===== config.mk =====
export PLATFORM = sky130hd
export DESIGN_NAME = dq_ring_writer
export DESIGN_NICKNAME = d
export VERILOG_FILES = /design/src/rtl/dq_ring_pkg.sv /design/src/rtl/dq_entry_fmt.sv /design/src/rtl/dq_ptr_ring.sv /design/src/rtl/dq_wr_ctrl.sv /design/src/rtl/dq_ring_writer.sv
export SDC_FILE = /design/constraint.sdc
export NUM_CORES = 1
export LEC_CHECK = 0
export ABC_AREA = 1
export BUFFER_PORTS_ARGS = -buffer_cell sky130_fd_sc_hd__buf_2
export CAP_MARGIN = 10
export CORE_ASPECT_RATIO = 0.6
export CORE_MARGIN = 2
export CORE_UTILIZATION = 30
export CTS_CLUSTER_SIZE = 30
export DETAILED_ROUTE_END_ITERATION = 10
export REMOVE_ABC_BUFFERS = 1
export SETUP_SLACK_MARGIN = 0.05
export SKIP_CTS_REPAIR_TIMING = 1
export SLEW_MARGIN = 5
export SYNTH_ARGS = -nofsm -noshare
export SYNTH_HDL_FRONTEND = slang
export SYNTH_HIERARCHICAL = 1
export SYNTH_SLANG_ARGS = --single-unit

===== constraint.sdc =====
create_clock -name clk -period 8.1 [get_ports clk]
set_input_delay 1.215 -clock clk [delete_from_list [all_inputs] [get_ports clk]]
set_output_delay 1.215 -clock clk [all_outputs]
set_load 0.005 [all_outputs]

===== src/rtl/dq_ring_pkg.sv =====
package dq_ring_pkg;

    localparam int PTR_W    = 16;
    localparam int DESC_W   = 16;
    localparam int CHAN_W   = 8;
    localparam int STAT_W   = 3;
    localparam int ADDR_W   = 32;
    localparam int ENTRY_W  = 32;
    localparam int SLOT_SH  = 2;   // 4-byte slots
    localparam int DESC_LSB = 0;
    localparam int CHAN_LSB = 16;
    localparam int STAT_LSB = 26;

    typedef logic [PTR_W-1:0]   ptr_t;
    typedef logic [PTR_W:0]     cnt_t;
    typedef logic [ADDR_W-1:0]  addr_t;
    typedef logic [ENTRY_W-1:0] entry_t;

    typedef struct packed {
        logic [DESC_W-1:0] desc;
        logic [CHAN_W-1:0] chan;
        logic [STAT_W-1:0] stat;
    } done_t;

    typedef enum logic [0:0] {
        WR_IDLE = 1'b0,
        WR_BUSY = 1'b1
    } wr_state_e;

    function automatic ptr_t ptr_step(input ptr_t p, input ptr_t last);
        return (p == last) ? '0 : ptr_t'(p + 1'b1);
    endfunction

    function automatic cnt_t ring_count(input ptr_t w, input ptr_t r, input ptr_t last);
        if (w >= r)
            return cnt_t'({1'b0, w}) - cnt_t'({1'b0, r});
        else
            return cnt_t'({1'b0, last}) + cnt_t'(1) - cnt_t'({1'b0, r}) + cnt_t'({1'b0, w});
    endfunction

    function automatic entry_t pack_entry(input done_t d);
        entry_t e;
        e = '0;
        e[DESC_LSB +: DESC_W] = d.desc;
        e[CHAN_LSB +: CHAN_W] = d.chan;
        e[STAT_LSB +: STAT_W] = d.stat;
        return e;
    endfunction

endpackage


===== src/rtl/dq_entry_fmt.sv =====
module dq_entry_fmt
    import dq_ring_pkg::*;
(
    input  done_t  done_in,
    output entry_t entry
);
    always_comb entry = pack_entry(done_in);
endmodule


===== src/rtl/dq_ptr_ring.sv =====
module dq_ptr_ring
    import dq_ring_pkg::*;
(
    input  logic clk,
    input  logic rst,
    input  logic advance,
    input  logic host_we,
    input  ptr_t host_val,
    input  ptr_t last,
    output ptr_t wr_ptr,
    output ptr_t rd_ptr,
    output cnt_t count,
    output logic full
);
    ptr_t wr_q, rd_q, wr_next;

    always_comb wr_next = ptr_step(wr_q, last);

    always_ff @(posedge clk) begin
        if (rst) begin
            wr_q <= '0;
            rd_q <= '0;
        end else begin
            if (advance) wr_q <= wr_next;
            if (host_we) rd_q <= host_val;
        end
    end

    always_comb begin
        wr_ptr = wr_q;
        rd_ptr = rd_q;
        count  = ring_count(wr_q, rd_q, last);
        full   = (wr_next == rd_q);
    end

    AST_PTR_HOLD: assert property (@(posedge clk) disable iff (rst)
        !advance |=> $stable(wr_ptr));
    AST_PTR_WRAP: assert property (@(posedge clk) disable iff (rst)
        (advance && wr_ptr == last) |=> (wr_ptr == '0));
    AST_HOST_LOAD: assert property (@(posedge clk) disable iff (rst)
        host_we |=> (rd_ptr == $past(host_val)));
    AST_FULL_COUNT: assert property (@(posedge clk) disable iff (rst)
        full |-> (count == cnt_t'({1'b0, last})));
endmodule


===== src/rtl/dq_wr_ctrl.sv =====
module dq_wr_ctrl
    import dq_ring_pkg::*;
(
    input  logic   clk,
    input  logic   rst,
    input  logic   cmp_valid,
    output logic   cmp_ready,
    input  entry_t entry,
    input  addr_t  slot_addr,
    input  logic   full,
    output logic   mem_valid,
    input  logic   mem_ready,
    output addr_t  mem_addr,
    output entry_t mem_data,
    output logic   advance,
    output logic   stall
);
    wr_state_e state;
    addr_t     addr_q;
    entry_t    data_q;

    always_comb begin
        cmp_ready = (state == WR_IDLE) && !full;
        stall     = (state == WR_IDLE) && full && cmp_valid;
        mem_valid = (state == WR_BUSY);
        advance   = (state == WR_BUSY) && mem_ready;
        mem_addr  = addr_q;
        mem_data  = data_q;
    end

    always_ff @(posedge clk) begin
        if (rst) begin
            state  <= WR_IDLE;
            addr_q <= '0;
            data_q <= '0;
        end else begin
            unique case (state)
                WR_IDLE: if (cmp_valid && cmp_ready) begin
                    addr_q <= slot_addr;
                    data_q <= entry;
                    state  <= WR_BUSY;
                end
                WR_BUSY: if (mem_ready) state <= WR_IDLE;
                default: state <= WR_IDLE;
            endcase
        end
    end

    AST_ACCEPT_ISSUE: assert property (@(posedge clk) disable iff (rst)
        (cmp_valid && cmp_ready) |=> mem_valid);
    AST_REQ_HOLD: assert property (@(posedge clk) disable iff (rst)
        (mem_valid && !mem_ready) |=> (mem_valid && $stable(mem_addr) && $stable(mem_data)));
endmodule


===== src/rtl/dq_ring_writer.sv =====
module dq_ring_writer
    import dq_ring_pkg::*;
(
    input  logic                clk,
    input  logic                rst,
    input  logic [ADDR_W-1:0]   ring_base,
    input  logic [PTR_W-1:0]    ring_last,
    input  logic                cmp_valid,
    output logic                cmp_ready,
    input  logic [DESC_W-1:0]   cmp_desc,
    input  logic [CHAN_W-1:0]   cmp_chan,
    input  logic [STAT_W-1:0]   cmp_stat,
    input  logic                host_rd_we,
    input  logic [PTR_W-1:0]    host_rd_val,
    output logic                mem_valid,
    input  logic                mem_ready,
    output logic [ADDR_W-1:0]   mem_addr,
    output logic [ENTRY_W-1:0]  mem_data,
    output logic [PTR_W-1:0]    wr_ptr,
    output logic [PTR_W-1:0]    rd_ptr,
    output logic [PTR_W:0]      occupancy,
    output logic                full,
    output logic                stall
);
    done_t  done_in;
    entry_t entry;
    addr_t  slot_addr;
    logic   advance;

    always_comb begin
        done_in.desc = cmp_desc;
        done_in.chan = cmp_chan;
        done_in.stat = cmp_stat;
        slot_addr    = ring_base + addr_t'({wr_ptr, {SLOT_SH{1'b0}}});
    end

    dq_entry_fmt u_fmt (
        .done_in (done_in),
        .entry   (entry)
    );

    dq_ptr_ring u_ptr (
        .clk      (clk),
        .rst      (rst),
        .advance  (advance),
        .host_we  (host_rd_we),
        .host_val (host_rd_val),
        .last     (ring_last),
        .wr_ptr   (wr_ptr),
        .rd_ptr   (rd_ptr),
        .count    (occupancy),
        .full     (full)
    );

    dq_wr_ctrl u_ctrl (
        .clk       (clk),
        .rst       (rst),
        .cmp_valid (cmp_valid),
        .cmp_ready (cmp_ready),
        .entry     (entry),
        .slot_addr (slot_addr),
        .full      (full),
        .mem_valid (mem_valid),
        .mem_ready (mem_ready),
        .mem_addr  (mem_addr),
        .mem_data  (mem_data),
        .advance   (advance),
        .stall     (stall)
    );

    AST_RECORD_PAD: assert property (@(posedge clk) disable iff (rst)
        mem_valid |-> (mem_data[25:24] == 2'b00 && mem_data[31:29] == 3'b000));
    AST_SLOT_ADDR: assert property (@(posedge clk) disable iff (rst)
        mem_valid |-> ((mem_addr - ring_base) == addr_t'({wr_ptr, 2'b00})));
    AST_FULL_BLOCKS: assert property (@(posedge clk) disable iff (rst)
        full |-> !cmp_ready);
    AST_ONE_OUTSTANDING: assert property (@(posedge clk) disable iff (rst)
        mem_valid |-> !cmp_ready);
endmodule


==> Word level (Yosys, flattened, before mapping) <==
Cells that the tools add are included.
{ "classes": {"n_reduce_logical": 7, "eq_ne": 2, "bitwise": 1, "n_addsub": 6, "n_mux": 5, "order_cmp": 1} }
{ "op_table": {"columns": ["cell", "n"], "rows": [
  ["$add A32 B18 Y32", 1],
  ["$eq A16 B16 Y1", 2],
  ["$add A16 B1 Y17 const B", 1],
  ["$add A17 B16 Y17", 1],
  ["$mux W17", 1],
  ["$sub A16 B16 Y17", 1],
  ["$sub A17 B16 Y17", 1],
  ["$add A16 B1 Y16 const B", 1],
  ["$ge A16 B16 Y1", 1],
  ["$mux W16", 1],
  ["$logic_and A1 B1 Y1", 5],
  ["$mux W1", 2],
  ["$pmux W1 S2", 1],
  ["$reduce_and A2 Y1", 1],
  ["$logic_not A1 Y1", 1],
  ["$not A1 Y1", 1]
]} }
{ "totals": {"reg_bits": 92, "output_inout_bits": 117, "in_bits": 96} }

==> Depth between registers and ports, before layout <==
Gate-level depths: netlist of the first run.
{ "depth": {"depth_word": 8, "depth_mapped": 21, "mapped_depth_nobuf": 19} }

==> By module <==
Netlist of the first run, hierarchy kept.
{ "modules_own_cells": {"columns": ["mod", "cells_per_inst", "area_each_um2", "n_inst"], "rows": [
  ["dq_ptr_ring", 691, 4224.1, 1],
  ["dq_wr_ctrl", 429, 2897.8, 1],
  ["dq_ring_writer", 340, 1614.0, 1],
  ["dq_entry_fmt", 33, 244.0, 1]
]} }

==> Worst setup path after synthesis of the first run <==
No wires, ideal clock.
{ "synth_timing": {"path_type": "input to output", "startpoint": "input port ring_last[2]", "endpoint": "output port occupancy[16]", "required_ns": 6.885, "slack_ns": 3.764, "t_arrival_ns": 3.121, "stages": 14, "path_buffers": 0, "path_cell_list": "inv_1 > fa_1 > inv_1 > ha_1 > nand2_1 > nand2_1 > o21ai_0 > o21ai_0 > a21oi_1 > o21ai_0 > nor2_1 > nor2_1 > nand2_1 > nand2_1"} }
{ "synth_between": {"elab_chain_cells": 4} }
{ "synth_lines": {"columns": ["item", "line_no", "text"], "rows": [
  ["from (decl)", "dq_ring_writer.sv:7", "input logic [PTR_W-1:0] ring_last,"],
  ["$add A16 B1 Y17", "dq_ring_pkg.sv:38", "return cnt_t'({1'b0, last}) + cnt_t'(1) - cnt_t'({1'b0, r}) + cnt_t'({1'b0, w});"],
  ["$sub A17 B16 Y17", "dq_ring_pkg.sv:38", null],
  ["$add A17 B16 Y17", "dq_ring_pkg.sv:38", null],
  ["$mux W17", "dq_ring_pkg.sv:35", "if (w >= r)"],
  ["to (decl)", "dq_ring_writer.sv:21", "output logic [PTR_W:0] occupancy,"]
]} }
Every way passes these cells.

==> Final worst setup path of the first run <==
{ "layout_timing": {"startpoint": "input port ring_last[3]", "endpoint": "output port occupancy[16]"} }
The elaborated chain is that of the path after synthesis.

==> results.md, run 1 <==
* Status: complete, no violations
* Share of cells above drive strength 1 at 15.74%
* Cells after Synth at 1493
* Fin crit share at 64.01%
* Layout Utilization at 34.96%
* Kind of critical path: primary input to output pin
* Clock latency on the worst-skew pair at 0.37 ns
* Hold Worst Slack at between 0.4 and 0.5 ns
* Total die area at 31380 µm²
* Post-synth cell types at 38
* Multi-input gate area at 5622 µm²
* Final Cell Area at 10370 µm²
* Routed Antenna Nets at 0
* Max VDD drop at 0.09827 mV
* Largest net degree at the start of global routing at between 90 and 100
* Commonest non-fill, non-tap cell in the layout: nand2_1
* Die X at approximately 230 µm
* Num ports at 213
* Class of the worst hold path: flip-flop to flip-flop
* Final Slew Violations at 0
* Layout Area Growth over Synthesis at 15.52%
* Synth Area per Inst at around 6.0 µm²
* Drt total wl at 30360 µm
* Worst-margin pin slew at 1.160 ns
* Post-synthesis sequential area ratio at between 20% and 30%
* Initial antenna violation count at 5
* Required time worst endpoint at just under 7 ns
* Routed via count at approximately 9500
* Max-cap violations at 0
* Worst path max stage delay at approximately 0.48 ns
* Routability-driven placement congestion ratio at 0.9668
* GRT Total Usage at 19.18%
* Row cnt at 49
* Core footprint at 29670 µm²
* Lkg Pwr at 5.897 nW
* Worst-path cell with the longest stage delay: fa_1
* Dpl cell area at 10090 µm²
* Fmax at 0.1929 GHz
* Post-synthesis register bit count at 97
* Final hold vios at 0
* Syn Std Cell Area at 8980 µm²
* Crit path cell chain: buf_2 -> inv_1 -> fa_1 -> inv_1 -> ha_1 -> o21ai_0 -> o21ai_0 -> a21oi_1 -> o21ai_0 -> nor2_1 -> nor2_1 -> nand2_1 -> nand2_1 -> buf_2
* Arrival @ worst endpoint at 3.97 ns
* CTS tree: built
* Post-DP HPWL at between 20000 and 25000 µm
* Final setup skew at 0.009904 ns
* Top cell by count, worst path: o21ai_0
* RSZ-0062 raised after global routing: false
* First-pass GRT wire length at approximately 47000 µm
* Die extent in y at roughly 140 µm
* Final Power at approximately 0.0017 W
* Register area at 1942 µm²
* Tmin final at slightly above 5 ns
* Fillers at between 3000 and 4000
* H-Tree Depth at 3
* Initial DRC count at ~730
* Vias/cell at 4.644
* Clk buf depth at 2
* Vias in the first global route at 8466
* Ys Warns at 6
* Setup TNS at 0 ns
* Fin nets at 1807
* DRC at 0
* Final setup viols at 0
* Pwr dens at 161.1 nW/µm²
* Clock Sinks at 97
* Max FO, Critical Path at 3
* Critical Path Source Type: primary input
* Clock-pin slew on the worst setup and hold paths at 0.06 ns
* Pre-Repair DR Iteration Count at 5
* DR WL/cell at approximately 15 µm
* Most frequent cells in the layout: 422 x nand2_1, 235 x inv_1, 211 x buf_2
* CP endpoint kind: output pin
* Slew headroom at 22.64%
* Buffers on Ports at roughly 210
* Initial cell density of the core at 30.26%
* Clk root buf: clkbuf_16
* Number of CTS-inserted buffers at 9
* GRT Residual Overflow at 0
==> cell type report <==
class	count	share of cell area [%]
flip-flops and latches	97	18.72
clock buffers	11	2.436
inverters	245	8.865
multi-input cells	1073	54.19
repair buffers	216	10.54
diodes	2	0.04825
well taps	408	4.921
clock inverters	4	0.2774
==> metal layers <==
layer | routed length [µm] | vias to the layer above | share of wire, % | track usage (%)
li1 | - | 4927 | - | -
met1 | 15580 | 4271 | 51 | 29.14
met2 | 11150 | 331 | 37 | 25.24
met3 | 3474 | 15 | 11 | 8.183
met4 | 133 | 4 | 0.44 | 2.236
met5 | 23 | - | 0.076 | 0
==> report_power, final <==
group / total (W) / internal (W) / leakage (nW) / switching (W)
Clock: 0.000424 / 0.000224 / 0.134 / 0.000201
Combinational: 0.000694 / 0.000269 / 4.96 / 0.000425
Sequential: 0.000554 / 0.000516 / 0.803 / 0.0000381
Total: 0.00167 / 0.00101 / 5.90 / 0.000663
==> critical path: cells and delay by family <==
kind,cells,cell delay [ns]
AND/OR/NAND/NOR,4,0.27
buffers and inverters,4,0.32
AO/OA/AOI/OAI,4,1.35
adder cells (fa/ha/maj),2,0.82
==> synth_stat cells, drive strengths merged <==
master | number | share of area (%)
inv | 245 | 10
o21a | 3 | 0.25
nand3b | 2 | 0.17
a31oi | 2 | 0.14
o21ai | 60 | 3.4
nor3 | 13 | 0.98
a211oi | 2 | 0.17
xor2 | 38 | 3.7
xnor2 | 13 | 1.3
fa | 18 | 4.0
nand2 | 434 | 18
or2 | 2 | 0.14
conb | 1 | 0.042
nand4 | 7 | 0.49
dfxtp | 97 | 22
a21boi | 1 | 0.084
ha | 51 | 7.1
nor4 | 1 | 0.070
a21o | 3 | 0.25
buf | 69 | 5.2
clkbuf | 13 | 0.54
nand2b | 1 | 0.070
o211ai | 3 | 0.25
nand3 | 131 | 7.3
and2 | 2 | 0.14
nor2 | 143 | 6.1
a21oi | 133 | 7.4
o21bai | 5 | 0.42
==> worst paths after layout <==
kind | from | end | slack (ns) | depth (start not counted)
max reg2reg | u_ptr/wr_ptr[12]$_SDFFE_PP0P_ | u_ctrl/mem_addr[15]$_SDFFE_PP0P_ | 3.97 | 19
min | u_ctrl/mem_addr[29]$_SDFFE_PP0P_ | u_ctrl/mem_addr[29]$_SDFFE_PP0P_ | 0.48 | 2
max | ring_last[3] | occupancy[16] | 2.91 | 14
min reg2reg | u_ctrl/mem_addr[29]$_SDFFE_PP0P_ | u_ctrl/mem_addr[29]$_SDFFE_PP0P_ | 0.48 | 2
==> state kept, by name, indices dropped and copies added, names as in the netlist <==
signal and count:
u_ctrl/mem_addr 32, u_ctrl/mem_data 32, u_ctrl/mem_valid 1, u_ptr/rd_ptr 16, u_ptr/wr_ptr 16
==> metrics by stage <==
step / setup WS, ns / std cells
2_1_floorplan: 2.121 / 1415
3_3_place_gp: 3.066 / 2039
3_5_place_dp: 3.043 / 2039
4_1_cts: 3.034 / 2054
5_1_grt: 2.743 / 2054
6_report: 2.915 / 2056
==> cell families after synthesis <==
| logic type | Yosys count | share of synthesized area, % |
|---|---|---|
| buffers and inverters | 327 | 16.00 |
| other | 1 | 0.04176 |
| AOI/OAI and AO/OA | 212 | 12.36 |
| DFF | 97 | 21.62 |
| adders and majority gates | 69 | 11.12 |
| and+or+nand+nor | 736 | 33.89 |
| xor gates and xnor gates | 51 | 4.974 |
Note: power is estimated with default switching activity, not from simulation.
==> inputs of run 2 (changes only) <==
--- a/config.mk
+++ b/config.mk
@@ -5,7 +5,7 @@
 export SDC_FILE = /design/constraint.sdc
 export NUM_CORES = 1
 export LEC_CHECK = 0
-export ABC_AREA = 1
+export ABC_AREA = 0
 export BUFFER_PORTS_ARGS = -buffer_cell sky130_fd_sc_hd__buf_2
 export CAP_MARGIN = 10
 export CORE_ASPECT_RATIO = 0.6
==> constraint.sdc (replaced) <==
create_clock -name clk -period 4.4 [get_ports clk]
set_input_delay 0.66 -clock clk [delete_from_list [all_inputs] [get_ports clk]]
set_output_delay 0.66 -clock clk [all_outputs]
set_load 0.005 [all_outputs]
==> results.md, run 2 <==
* Cells after Synth at 1073 (-28%)
* CP endpoint kind: output pin
* Hold Worst Slack at 0.4718 ns (-0.005491 ns)
* Worst-margin pin slew at 1.178 ns (+0.01807 ns)
* Routed Antenna Nets at 0 (unchanged)
* Commonest non-fill, non-tap cell in the layout: buf_2
* DRC at 0 (unchanged)
* Vias/cell at 4.896 (+5.4%)
* Max-cap violations at 0 (unchanged)
* Share of cells above drive strength 1 at 24.31% (+8.6 points)
* Syn Std Cell Area at 8731 µm² (-2.8%)
* Main synth FF type: dfxtp_1
* Pre-Repair DR Iteration Count at 5 (unchanged)
* Non-filler cells, final at 1643 (-20%)
* Drt total wl at 27880 µm (-8.2%)
* Clk buf depth at 2 (unchanged)
* Routed via count at 8044 (-16%)
* Clock-pin slew on the worst setup and hold paths at 0.08 ns (+0.02 ns)
* Initial antenna violation count at 2 (-3)
* Tmin final at roughly 4.2 ns
* CTS tree: built
* Synth top cells by count: 132 x nand2b_1, 97 x dfxtp_1, 89 x inv_1, 82 x mux2i_1, 74 x a21oi_1
* Number of synthesized flops with an enable pin at 0 (unchanged)
* Share of the synthesized area in the top cell type at 22.24% (+0.62 points)
* DR WL/cell at 16.97 µm (+15%)
* Area contributors post-synth: dfxtp_1 22%, nand2b_1 9.5%, mux2i_1 9.4%, ha_1 7.3%, xnor2_1 4.6%
* H-Tree Depth at 3 (unchanged)
* Total die area at 30530 µm² (-2.7%)
* Layout Area Growth over Synthesis at 19.69%
* Die extent in y at 136.1 µm (-1.4%)
* Fin nets at 1427 (-21%)
* Lkg Pwr at 4.971 nW (-16%)
* Pwr dens at 252.5 nW/µm² (+57%)
* Post-DP HPWL at 22460 µm (-8.7%)
* Status: complete, no violations
* Fin crit share at 95.23%
* Multiplexer area fraction after synthesis at 9.530% (+9.5 points)
* Max FO, Critical Path at 11 (+8)
* Clock latency on the worst-skew pair at 0.36 ns (about the same)
* Layout Utilization at 36.40% (+1.4 points)
* Fmax at 0.2386 GHz
* Routability-driven placement congestion ratio at 0.9168 (-5.2%)
* Largest family of logic cells by synthesized area: simple AND/OR/NAND/NOR gates
* RSZ-0062 raised after global routing: true
* Synth Area in Adders at 11.44% (+0.32 points)
* Slew headroom at 21.15% (-1.5 points)
* Final Slew Violations at 0 (unchanged)
* Fillers at 3031 (-9.8%)
* DP Cell Count at 1622 (-20%)
* Critical Path Source Type: flip-flop
* Arrival @ worst endpoint at 3.53 ns (-0.44 ns)
* Final hold vios at 0 (unchanged)
* XOR/XNOR Fraction of Synth Area at 9.114% (+4.1 points)
* Class of the worst hold path: flip-flop to flip-flop
* Most frequent cells in the layout: 211 x buf_2, 132 x nand2b_1, 93 x dfxtp_1
* Simple logic cell fraction of the synthesized area at 23.55% (-10 points)
* Number of CTS-inserted buffers at 9 (unchanged)
* Synth Area per Inst at 8.137 µm² (+35%)
* Post-synth cell types at 74 (+95%)
* Ys Warns at 6 (unchanged)
* Die X at 224.2 µm (-1.4%)
* GRT Total Usage at 17.85% (-1.3 points)
* First-pass GRT wire length at 41890 µm (-9.9%)
* Core footprint at 28710 µm² (-3.3%)
* Post-synthesis sequential area ratio at 22.24% (+0.62 points)
* Required time worst endpoint at 3.74 ns (-3.14 ns)
* GRT Residual Overflow at 0 (unchanged)
* Area leader, netlist: dfxtp_1
* Buffers on Ports at 212 (unchanged)
* Num ports at 213 (unchanged)
* Post-synthesis register bit count at 97 (unchanged)
* Largest net degree at the start of global routing at 103 (+7.3%)
* Clock Sinks at 97 (unchanged)
* Clk root buf: clkbuf_16
* Initial cell density of the core at 30.41% (+0.15 points)
* Ys async rst share at 0% (unchanged)
* Max VDD drop at 0.1560 mV (+59%)
* Initial DRC count at 693 (-4.8%)
* Final setup viols at 0 (unchanged)
* Top-count cell post-synth: nand2b_1
* Vias in the first global route at 7387 (-13%)
* Complex-gate fraction of the synthesized area at 14.10% (+1.7 points)
* Row cnt at 48 (-2.0%)
* Final setup skew at 0.01075 ns (+0.0008437 ns)
* Kind of critical path: flip-flop to output pin
[run 2: changes by cell type in the layout (fill, tap and decap cells not counted), moves of 9 or more]
cell	delta
nand2_1	-364
inv_1	-147
nand2b_1	+131
nand3_1	-114
mux2i_1	+82
nor2_1	-68
a21oi_1	-60
xnor2_1	+33
buf_4	+31
o21ai_0	-24
a21o_1	+12
and3_1	+12
nand2_2	-12
inv_2	-9
[run 2: layer usage]
layer / vias to the layer above / GRT usage [%] / routed length, µm
met3: 10 / 5.706 / 2232
met2: 296 / 25.93 / 11390
met5: - / 0 / 13
met1: 3744 / 26.37 / 14160
met4: 2 / 1.582 / 84
li1: 3992 / - / -
[run 2: through the flow]
step	power (W)	TNS, ns	area [µm²]	setup WS, ns
after detailed placement	0.001826	0	10060	0.2517
after floorplan	0.001485	-118.75	8208	-1.828
after global placement	0.001816	0	10060	0.3109
final	0.002638	0	10450	0.2097
after global routing	0.002807	0	10450	0.01894
after CTS	0.002657	-0.4695	10350	-0.1794
[run 2: cell families (layout without fill, tap and decap cells)]
kind of cell             after synthesis  in the layout
flip-flops                            97             97
AO/OA/AOI/OAI                        196            196
XOR/XNOR                              90             90
adder cells (fa/ha/maj)               69             69
buffers and inverters                166            356
AND/OR/NAND/NOR                      371            371
other                                  1              6
multiplexers                          83             83
[run 2: power breakdown]
part	total, W	leakage (nW)	switching [W]	internal [W]
clock	0.000810	0.142	0.000409	0.000402
sequential	0.000971	0.799	0.0000417	0.000929
combinational	0.000857	4.03	0.000456	0.000401
total	0.00264	4.97	0.000906	0.00173
[run 2: cell type report]
| cell class | instances | area (µm²) | area share (%) |
|---|---|---|---|
| multi-input cells | 814 | 5993 | 57.35 |
| flip-flops and latches | 97 | 1952 | 18.68 |
| repair buffers | 251 | 1406 | 13.46 |
| well taps | 375 | 469.2 | 4.490 |
| inverters | 89 | 334.1 | 3.197 |
| clock buffers | 9 | 225.2 | 2.155 |
| clock inverters | 7 | 67.56 | 0.6466 |
| diodes | 1 | 2.502 | 0.02395 |
[run 2: final timing paths]
kind	from	to	slack (ns)	cells past startpoint
max reg2reg	u_ptr/wr_ptr[5]$_SDFFE_PP0P_	u_ctrl/mem_addr[14]$_SDFFE_PP0P_	0.51	14
max	u_ptr/wr_ptr[1]$_SDFFE_PP0P_	occupancy[16]	0.21	13
min reg2reg	u_ctrl/mem_data[27]$_SDFFE_PP0P_	u_ctrl/mem_data[27]$_SDFFE_PP0P_	0.47	2
min	u_ctrl/mem_data[27]$_SDFFE_PP0P_	u_ctrl/mem_data[27]$_SDFFE_PP0P_	0.47	2
[run 2: critical path, stage by stage, from the launching register on]
cell and delay, ns:
dfxtp_4 0.43, inv_1 0.12, ha_4 0.31, inv_1 0.07
fa_1 0.47, a211o_1 0.29, o211ai_1 0.17, nand2_1 0.16
nand3b_1 0.20, nand2_1 0.13, a31oi_1 0.24, xor2_1 0.27
a32o_2 0.19, buf_2 0.11
